`src/rtl/sea_round_pkg.sv`:
```
package sea_round_pkg;
  typedef enum logic {
    DIR_ENC = 1'b0,
    DIR_DEC = 1'b1
  } round_dir_e;
endpackage

```
`src/rtl/key_mix.sv`:
```
// Word-wise modular addition: carries stay inside each word.
module key_mix #(
  parameter int HALF_W = 24,
  parameter int WORD_W = 8
) (
  input  logic [HALF_W-1:0] a_in,
  input  logic [HALF_W-1:0] b_in,
  output logic [HALF_W-1:0] sum_out
);
  localparam int NWORDS = HALF_W / WORD_W;

  function automatic logic [WORD_W-1:0] add_word(input logic [WORD_W-1:0] x,
                                                 input logic [WORD_W-1:0] y);
    return x + y;
  endfunction

  for (genvar i = 0; i < NWORDS; i++) begin : g_word
    assign sum_out[i*WORD_W +: WORD_W] = add_word(a_in[i*WORD_W +: WORD_W],
                                                  b_in[i*WORD_W +: WORD_W]);
  end
endmodule

```
`src/rtl/slice_sbox.sv`:
```
// Bit-sliced nonlinear layer on each triple of words, applied in sequence.
module slice_sbox #(
  parameter int HALF_W = 24,
  parameter int WORD_W = 8
) (
  input  logic [HALF_W-1:0] d_in,
  output logic [HALF_W-1:0] d_out
);
  localparam int NTRIP = HALF_W / (3 * WORD_W);

  for (genvar t = 0; t < NTRIP; t++) begin : g_trip
    localparam int B0 = (3*t) * WORD_W;
    localparam int B1 = (3*t + 1) * WORD_W;
    localparam int B2 = (3*t + 2) * WORD_W;
    logic [WORD_W-1:0] w0, w1, w2, u0, u1, u2;
    assign w0 = d_in[B0 +: WORD_W];
    assign w1 = d_in[B1 +: WORD_W];
    assign w2 = d_in[B2 +: WORD_W];
    assign u0 = w0 ^ (w2 & w1);
    assign u1 = w1 ^ (w2 & u0);
    assign u2 = w2 ^ (u0 | u1);
    assign d_out[B0 +: WORD_W] = u0;
    assign d_out[B1 +: WORD_W] = u1;
    assign d_out[B2 +: WORD_W] = u2;
  end
endmodule

```
`src/rtl/bit_twist.sv`:
```
// Per-word bit rotation: outer words of each triple turn in opposite senses.
module bit_twist #(
  parameter int HALF_W = 24,
  parameter int WORD_W = 8
) (
  input  logic [HALF_W-1:0] d_in,
  output logic [HALF_W-1:0] d_out
);
  localparam int NTRIP = HALF_W / (3 * WORD_W);

  function automatic logic [WORD_W-1:0] rot_r1(input logic [WORD_W-1:0] x);
    return {x[0], x[WORD_W-1:1]};
  endfunction

  function automatic logic [WORD_W-1:0] rot_l1(input logic [WORD_W-1:0] x);
    return {x[WORD_W-2:0], x[WORD_W-1]};
  endfunction

  for (genvar t = 0; t < NTRIP; t++) begin : g_trip
    localparam int B0 = (3*t) * WORD_W;
    localparam int B1 = (3*t + 1) * WORD_W;
    localparam int B2 = (3*t + 2) * WORD_W;
    assign d_out[B0 +: WORD_W] = rot_r1(d_in[B0 +: WORD_W]);
    assign d_out[B1 +: WORD_W] = d_in[B1 +: WORD_W];
    assign d_out[B2 +: WORD_W] = rot_l1(d_in[B2 +: WORD_W]);
  end
endmodule

```
`src/rtl/word_spin.sv`:
```
// Whole-word rotation; FWD=1 moves word j to j+1, FWD=0 the reverse.
module word_spin #(
  parameter int HALF_W = 24,
  parameter int WORD_W = 8,
  parameter bit FWD    = 1'b1
) (
  input  logic [HALF_W-1:0] d_in,
  output logic [HALF_W-1:0] d_out
);
  localparam int NWORDS = HALF_W / WORD_W;

  for (genvar i = 0; i < NWORDS; i++) begin : g_word
    if (FWD) begin : g_fwd
      localparam int SRC = (i + NWORDS - 1) % NWORDS;
      assign d_out[i*WORD_W +: WORD_W] = d_in[SRC*WORD_W +: WORD_W];
    end else begin : g_inv
      localparam int SRC = (i + 1) % NWORDS;
      assign d_out[i*WORD_W +: WORD_W] = d_in[SRC*WORD_W +: WORD_W];
    end
  end
endmodule

```
`src/rtl/feistel_round_dp.sv`:
```
module feistel_round_dp
  import sea_round_pkg::*;
#(
  parameter int BLK_W  = 48,
  parameter int WORD_W = 8
) (
  input  logic [BLK_W/2-1:0] left_in,
  input  logic [BLK_W/2-1:0] right_in,
  input  logic [BLK_W/2-1:0] rkey,
  input  logic               dec_mode,
  output logic [BLK_W/2-1:0] left_out,
  output logic [BLK_W/2-1:0] right_out
);
  localparam int HALF_W = BLK_W / 2;

  if (BLK_W % (6 * WORD_W) != 0) begin : g_bad_size
    $error("feistel_round_dp: BLK_W must be a multiple of 6*WORD_W");
  end

  round_dir_e dir;
  assign dir = round_dir_e'(dec_mode);

  // Named internal stages, visible to the bound checker.
  logic [HALF_W-1:0] mix_w;
  logic [HALF_W-1:0] sub_w;
  logic [HALF_W-1:0] twist_w;
  logic [HALF_W-1:0] spin_f_w;
  logic [HALF_W-1:0] pre_inv_w;
  logic [HALF_W-1:0] spin_i_w;

  key_mix #(.HALF_W(HALF_W), .WORD_W(WORD_W)) u_mix (
    .a_in(right_in), .b_in(rkey), .sum_out(mix_w));

  slice_sbox #(.HALF_W(HALF_W), .WORD_W(WORD_W)) u_sub (
    .d_in(mix_w), .d_out(sub_w));

  bit_twist #(.HALF_W(HALF_W), .WORD_W(WORD_W)) u_twist (
    .d_in(sub_w), .d_out(twist_w));

  word_spin #(.HALF_W(HALF_W), .WORD_W(WORD_W), .FWD(1'b1)) u_spin_f (
    .d_in(left_in), .d_out(spin_f_w));

  assign pre_inv_w = left_in ^ twist_w;

  word_spin #(.HALF_W(HALF_W), .WORD_W(WORD_W), .FWD(1'b0)) u_spin_i (
    .d_in(pre_inv_w), .d_out(spin_i_w));

  assign left_out  = right_in;
  assign right_out = (dir == DIR_DEC) ? spin_i_w : (spin_f_w ^ twist_w);
endmodule

```
`config.mk`:
```
export PLATFORM = sky130hd
export DESIGN_NAME = feistel_round_dp
export DESIGN_NICKNAME = d
export VERILOG_FILES = /design/src/rtl/sea_round_pkg.sv /design/src/rtl/key_mix.sv /design/src/rtl/slice_sbox.sv /design/src/rtl/bit_twist.sv /design/src/rtl/word_spin.sv /design/src/rtl/feistel_round_dp.sv
export SDC_FILE = /design/constraint.sdc
export NUM_CORES = 1
export LEC_CHECK = 0
export CAP_MARGIN = 10
export CORE_UTILIZATION = 39
export DETAILED_ROUTE_END_ITERATION = 8
export PLACE_DENSITY = 0.87
export RECOVER_POWER = 50
export SYNTH_ARGS = -nofsm -noshare
export SYNTH_HDL_FRONTEND = slang
export SYNTH_HIERARCHICAL = 1
export SYNTH_SLANG_ARGS = --single-unit
```
`constraint.sdc`:
```
create_clock -name vclk -period 2.9
set_input_delay 0.29 -clock vclk [all_inputs]
set_output_delay 0.29 -clock vclk [all_outputs]
set_load 0.02 [all_outputs]
```
==> qor.txt, run 1 <==
WP data required - 2.61 ns
Netlist cell types - 30
layout cells sized above 1 - 42.0%
leakage - 1.90 nW
Post-Syn Instances - 356
Worst path top cell family by delay - compound AO/OA/AOI/OAI gates
seq_cells - 0
clkbuf count - 0
RSZ-0062 raised after global routing - yes
combinational power share - 100.0%
Area growth, synth to finish - 57.9%
initial DRC count - 59
sequential element share of the synthesized area - 0%
Util after Layout - 64.8%
Die ar. - 7130 um2
port bufs - 121
register area - 0 um2
vias in the first global route - 2669
gr ovfl total - 0
Starting Density - 41.0%
Crit Path Class - primary input to output pin
first-pass GRT wire length - 11.7 mm
placed insts - 513
switching portion of total power - 47.9%
YS warnings - 6
core region area - 6460 um2
max-cap check violation count - 0
final wirelength - 7.74 mm
Max VDD drop - 0.155 mV
Rel. slew slack - 71.6%
residual DRC count - 9
CTS Hold Bufs - 0
vias - 2562
status - complete, but fails checks
crit path DAT - 2.59 ns
Post-DP HPWL - 5.85 mm
maximum operating frequency - 0.347 GHz
gpl congestion - 0.828
Mapped Nets - 453
internal power - 0.000851 W
antenna violations before repair - 0
Critical Path Most Common Cell - buf_6
Tightest Hold Check Type - primary input to output pin
Post-DRT Antenna Nets - 0
power consumption - 0.00163 W
PwrDens - 390 nW/um2
largest net degree at the start of global routing - 49
global-route usage over all layers - 19.6%
Via-to-Cell Ratio - 4.93
Critical path buffers and inverters - 4
crit path time final - 2.88 ns
WL/cell - 14.9 um
crit path launch - rkey[16]
hold path startpoint - rkey[8]
1st-pass router iterations - 6
dpl cell area - 3640 um2
multi-input logic area - 2350 um2
Fin. Hold Viols - 0
Ports - 121
failing checks - DRC
DIE WIDTH - 84.4 um
Max stage delay on crit path - 0.35 ns
# diodes - 0
Cell Rows - 29
Sw Pwr - 0.000781 W
CP endpoint kind - output pin
Setup Viol. Count Final - 0
startpoint types - primary input
Design Area, Final - 4180 um2
slowest CP cell - mux2_4
fillers - 531
final worst path period share - 99.4%
Vert. Die Dim - 84.4 um
clock network power share - 0%
slew at the pin with the worst max-slew slack - 0.424 ns
fin nets - 542
Final Max Slew Viols - 0
Avg Cell Area, Syn - 7.44 um2
number of standard cells in the final layout excluding fillers - 520
crit path max fanout - 3
CP Cell Sequence - buf_6 > ha_4 > inv_2 > fa_2 > nor2b_4 > o31a_1 > buf_6 > o211ai_1 > nand3_4 > mux2_4 > xor2_1 > nand2_1 > o21ai_2 > buf_6
Mapped Area - 2650 um2
register share of total power - 0%
==> cell type report <==
cell class / count / share of cell area, %
inverter: 15 / 1.35
multi-input combinational: 240 / 56.3
tap: 77 / 2.30
timing repair buffer: 188 / 40.1
==> power groups by stage <==
stage                     clock (W)  combinational, W  sequential (W)
after global routing              0           0.00175               0
final                             0           0.00163               0
after CTS                         0           0.00153               0
after global placement            0           0.00144               0
after floorplan                   0           0.00119               0
after detailed placement          0           0.00149               0
==> layer usage <==
layer,global-route usage (%),vias to the layer above,routed length [um]
met5,0,-,0
met4,3.85,0,119
met3,2.16,10,439
li1,-,1259,-
met1,20.9,1197,2890
met2,41.0,96,4290
==> repair_timing <==
action                     CTS  global route
pin swaps                   23            31
setup endpoints to repair   24            20
gates resized for setup    201            67
setup buffers                5             3
==> cell usage in the layout, fill, tap and decap left out, drive strengths merged, types with 6 or more instances in the layout <==
cell,netlist,final
clkbuf,1,6
mux2,8,8
dlymetal6s2s,0,11
buf,100,86
o21ai,29,29
clkdlybuf4s15,0,10
xor2,29,29
ha,21,21
dlygate4sd2,0,17
nand2,35,35
nor2,13,13
dlygate4sd3,0,21
xnor2,49,49
inv,15,15
a21oi,15,15
clkdlybuf4s50,0,37
nand3,7,7
==> stage by stage <==
| step | hold WS (ns) | TNS (ns) | setup WS [ns] |
|---|---|---|---|
| finish | 1.28 | 0 | 0.0168 |
| CTS | 1.21 | -0.0674 | -0.0452 |
| detailed placement | 1.55 | -16.48 | -0.877 |
| global placement | 1.55 | -14.56 | -0.787 |
| floorplan | 0.693 | 0 | 0.0380 |
| global route | 1.29 | -0.159 | -0.0451 |
==> worst paths after layout <==
kind / slack (ns) / to / cells after the start
setup / recovery: 0.02 / right_out[6] / 14
hold / removal: 1.28 / right_out[8] / 6
==> cell families after synthesis <==
group                      count (synthesis)  synth area share (%)
xor gates and xnor gates                  78                  25.8
AOI/OAI and AO/OA                         62                  14.1
adders and majority gates                 24                  12.2
and+or+nand+nor                           68                  12.2
muxes                                      8                  4.53
buffers and inverters                    116                  31.2
==> synthesized netlist by cell type, drive strengths merged <==
cell      n  area, um2
nand3     7       35.0
buf     100        767
nor2b     3       41.3
a21o      3       22.5
nor3      3       15.0
a211oi    2       15.0
fa        3       60.1
nand2    35        131
a21oi    15       75.1
mux2      8        120
nand4     2       12.5
nor2     13       48.8
o211ai    3       22.5
or4       3       22.5
a31oi     2       12.5
o21ai    29        160
xnor2    49        429
ha       21        263
a41oi     1       8.76
xor2     29        254
inv      15       56.3
clkbuf    1       3.75
o21a      3       22.5
o21bai    1       7.51
and3b     2       17.5
o31a      3       26.3
==> worst min-delay path, stage by stage <==
cell     delay [ns]
buf_6          0.08
ha_4           0.13
mux2_4         0.15
xnor2_1        0.12
o21ai_1        0.07
buf_4          0.15
Note: power is estimated with default switching activity, not from simulation.
==> inputs of run 2 (changes only) <==
--- a/config.mk
+++ b/config.mk
@@ -5,7 +5,8 @@
 export SDC_FILE = /design/constraint.sdc
 export NUM_CORES = 1
 export LEC_CHECK = 0
-export CAP_MARGIN = 10
+export ABC_CLOCK_PERIOD_IN_PS = 2900
+export CAP_MARGIN = 15
 export CORE_UTILIZATION = 39
 export DETAILED_ROUTE_END_ITERATION = 8
 export PLACE_DENSITY = 0.87
==> results of run 2 <==
No change in the layout: final DEF, timing and power equal those of run 1.
==> inputs of run 3 (changes only) <==
--- a/config.mk
+++ b/config.mk
@@ -7,6 +7,7 @@
 export LEC_CHECK = 0
 export ABC_CLOCK_PERIOD_IN_PS = 2900
 export CAP_MARGIN = 15
+export CORE_MARGIN = 8
 export CORE_UTILIZATION = 39
 export DETAILED_ROUTE_END_ITERATION = 8
 export PLACE_DENSITY = 0.87
==> run 3 against run 2 <==
Compared with the run above:
- the run ends with setup timing left
- die area up 36%
- power down 3.4%
- final cell count rose by 0.19%
- global-route usage shrank 4.8 points
- sequential share of layout area unchanged
- fmax down 1.9%
- first-iteration DRC count is 6.8% higher
- setup slack got worse by 0.056 ns
- non-clock buffer count down 2
- combinational power down 3%
- utilization shrank 3.8 points
- critical endpoint unchanged
- highest routed layer unchanged
==> qor.txt, run 3 (synthesized netlist as in run 1, its figures left out) <==
CTS Hold Bufs - 0 (unchanged)
hold path startpoint - right_in[16]
DIE WIDTH - 98.4 um (+17%)
Starting Density - 39.7% (-1.4 points)
gpl congestion - 0.901 (+8.9%)
slew at the pin with the worst max-slew slack - 0.410 ns (-0.0143 ns)
first-pass GRT wire length - 12.3 mm (+5.2%)
seq_cells - 0 (unchanged)
Setup Viol. Count Final - 1 (+1)
PwrDens - 387 nW/um2 (-0.90%)
Vert. Die Dim - 98.4 um (+17%)
1st-pass router iterations - 4 (-2)
switching portion of total power - 48.2% (+0.30 points)
register area - 0 um2 (unchanged)
core region area - 6680 um2 (+3.4%)
power consumption - 0.00158 W (-3.4%)
largest net degree at the start of global routing - 49 (unchanged)
port bufs - 121 (unchanged)
Final Max Slew Viols - 0 (unchanged)
leading cell type in the layout, fill and taps excluded - buf_4
internal power - 0.000817 W (-4.0%)
vias - 2508 (-2.1%)
Post-DP HPWL - 6.46 mm (+10%)
# diodes - 0 (unchanged)
fin nets - 540 (-0.37%)
Max VDD drop - 0.124 mV (-20%)
global-route usage over all layers - 14.8% (-4.8 points)
crit path max fanout - 3 (unchanged)
post-route setup slack - -0.0390 ns (-0.0558 ns)
crit path DAT - 2.65 ns (+0.06 ns)
clock network power share - 0% (unchanged)
Sw Pwr - 0.000759 W (-2.9%)
gr ovfl total - 0 (unchanged)
RSZ-0062 raised after global routing - yes
clkbuf count - 0 (unchanged)
Hold Path Sink - left_out[16]
Via-to-Cell Ratio - 4.81 (-2.3%)
Tightest Hold Check Type - primary input to output pin
WP data required - 2.61 ns (about the same)
failing checks - setup timing
Ports - 121 (unchanged)
Post-DRT Antenna Nets - 0 (unchanged)
startpoint types - primary input
Area growth, synth to finish - 53.8%
Crit Path Class - primary input to output pin
Rel. slew slack - 72.5% (+0.85 points)
fillers - 538 (+1.3%)
max-cap check violation count - 0 (unchanged)
layout cells sized above 1 - 39.0% (-3.0 points)
dpl ws - -0.865 ns (+0.0115 ns)
antenna violations before repair - 0 (unchanged)
setup TNS - -0.0390 ns (-0.0390 ns)
crit path time final - 2.94 ns (+0.0558 ns)
commonest non-fill, non-tap cells in the layout - buf_4, clkdlybuf4s50_1, xnor2_1
combinational power share - 100.0% (about the same)
Die ar. - 9690 um2 (+36%)
final wirelength - 8.01 mm (+3.6%)
final worst path period share - 101% (+1.9 points)
residual DRC count - 0 (-9)
Fin. Hold Viols - 0 (unchanged)
leakage - 1.85 nW (-2.4%)
status - complete, but fails checks
register share of total power - 0% (unchanged)
initial DRC count - 63 (+6.8%)
worst hold path stage count - 2 (-4)
vias in the first global route - 2755 (+3.2%)
Min Hold Slack - 1.22 ns (-0.0655 ns)
CP endpoint kind - output pin
Cell Rows - 30 (+3.4%)
WL/cell - 15.4 um (+3.4%)
maximum operating frequency - 0.340 GHz (-1.9%)
## run 3: cell types whose count changed in the layout (fill, tap and decap cells not counted), moves of 3 or more
| cell | previous run | this run |
|---|---|---|
| buf_2 | 6 | 9 |
| clkbuf_2 | 6 | 2 |
| clkdlybuf4s15_1 | 3 | 6 |
| clkdlybuf4s50_1 | 37 | 41 |
| o21ai_0 | 18 | 21 |
## run 3: per-layer routing
| metal | wire length [um] | track usage (%) | up-vias |
|---|---|---|---|
| li1 | - | - | 1256 |
| met1 | 3110 | 14.8 | 1132 |
| met2 | 4100 | 29.5 | 96 |
| met3 | 480 | 3.31 | 24 |
| met4 | 323 | 4.01 | 0 |
| met5 | 0 | 0 | - |
## run 3: repair_timing
action	in CTS	in global routing
buffers inserted	2	4
resized for setup	195	56
endpoints found under the setup margin	24	17
pin swaps	24	25
## run 3: power by group through the flow
stage | clock [W] | sequential, W | combinational [W]
after floorplan | 0 | 0 | 0.00119
after global placement | 0 | 0 | 0.00142
after detailed placement | 0 | 0 | 0.00146
after CTS | 0 | 0 | 0.00149
after global routing | 0 | 0 | 0.00169
final | 0 | 0 | 0.00158
## run 3: per-stage QoR
step	cell area, um2	cells	utilization, %
finish	4080	521	61.0
floorplan	2650	356	-
detailed placement	3630	515	54.4
global route	4080	521	61.0
global placement	3630	515	54.4
CTS	3870	517	57.9
## run 3: cell type report
cell class / instances / area, um2 / share of cell area, %
multi-input cells: 240 / 2260 / 55.4
well taps: 80 / 100 / 2.46
inverters: 15 / 56.3 / 1.38
repair buffers: 186 / 1660 / 40.8
## run 3: how the worst max path moves through the flow
stage / startpoint / end / slack [ns]
after global placement: right_in[16] / right_out[5] / -0.77
after floorplan: right_in[16] / right_out[6] / 0.04
final: rkey[19] / right_out[6] / -0.04
after CTS: right_in[16] / right_out[6] / -0.07
after detailed placement: right_in[16] / right_out[6] / -0.87
after global routing: rkey[19] / right_out[15] / -0.07
## run 3: critical path: stages
cell and delay, ns:
dlygate4sd2_1 0.27, ha_4 0.26, o21a_1 0.19, o31a_1 0.12, or4_4 0.54, nand3_4 0.13
mux2_4 0.33, xor2_1 0.17, nand2_1 0.09, o21ai_1 0.11, buf_4 0.16
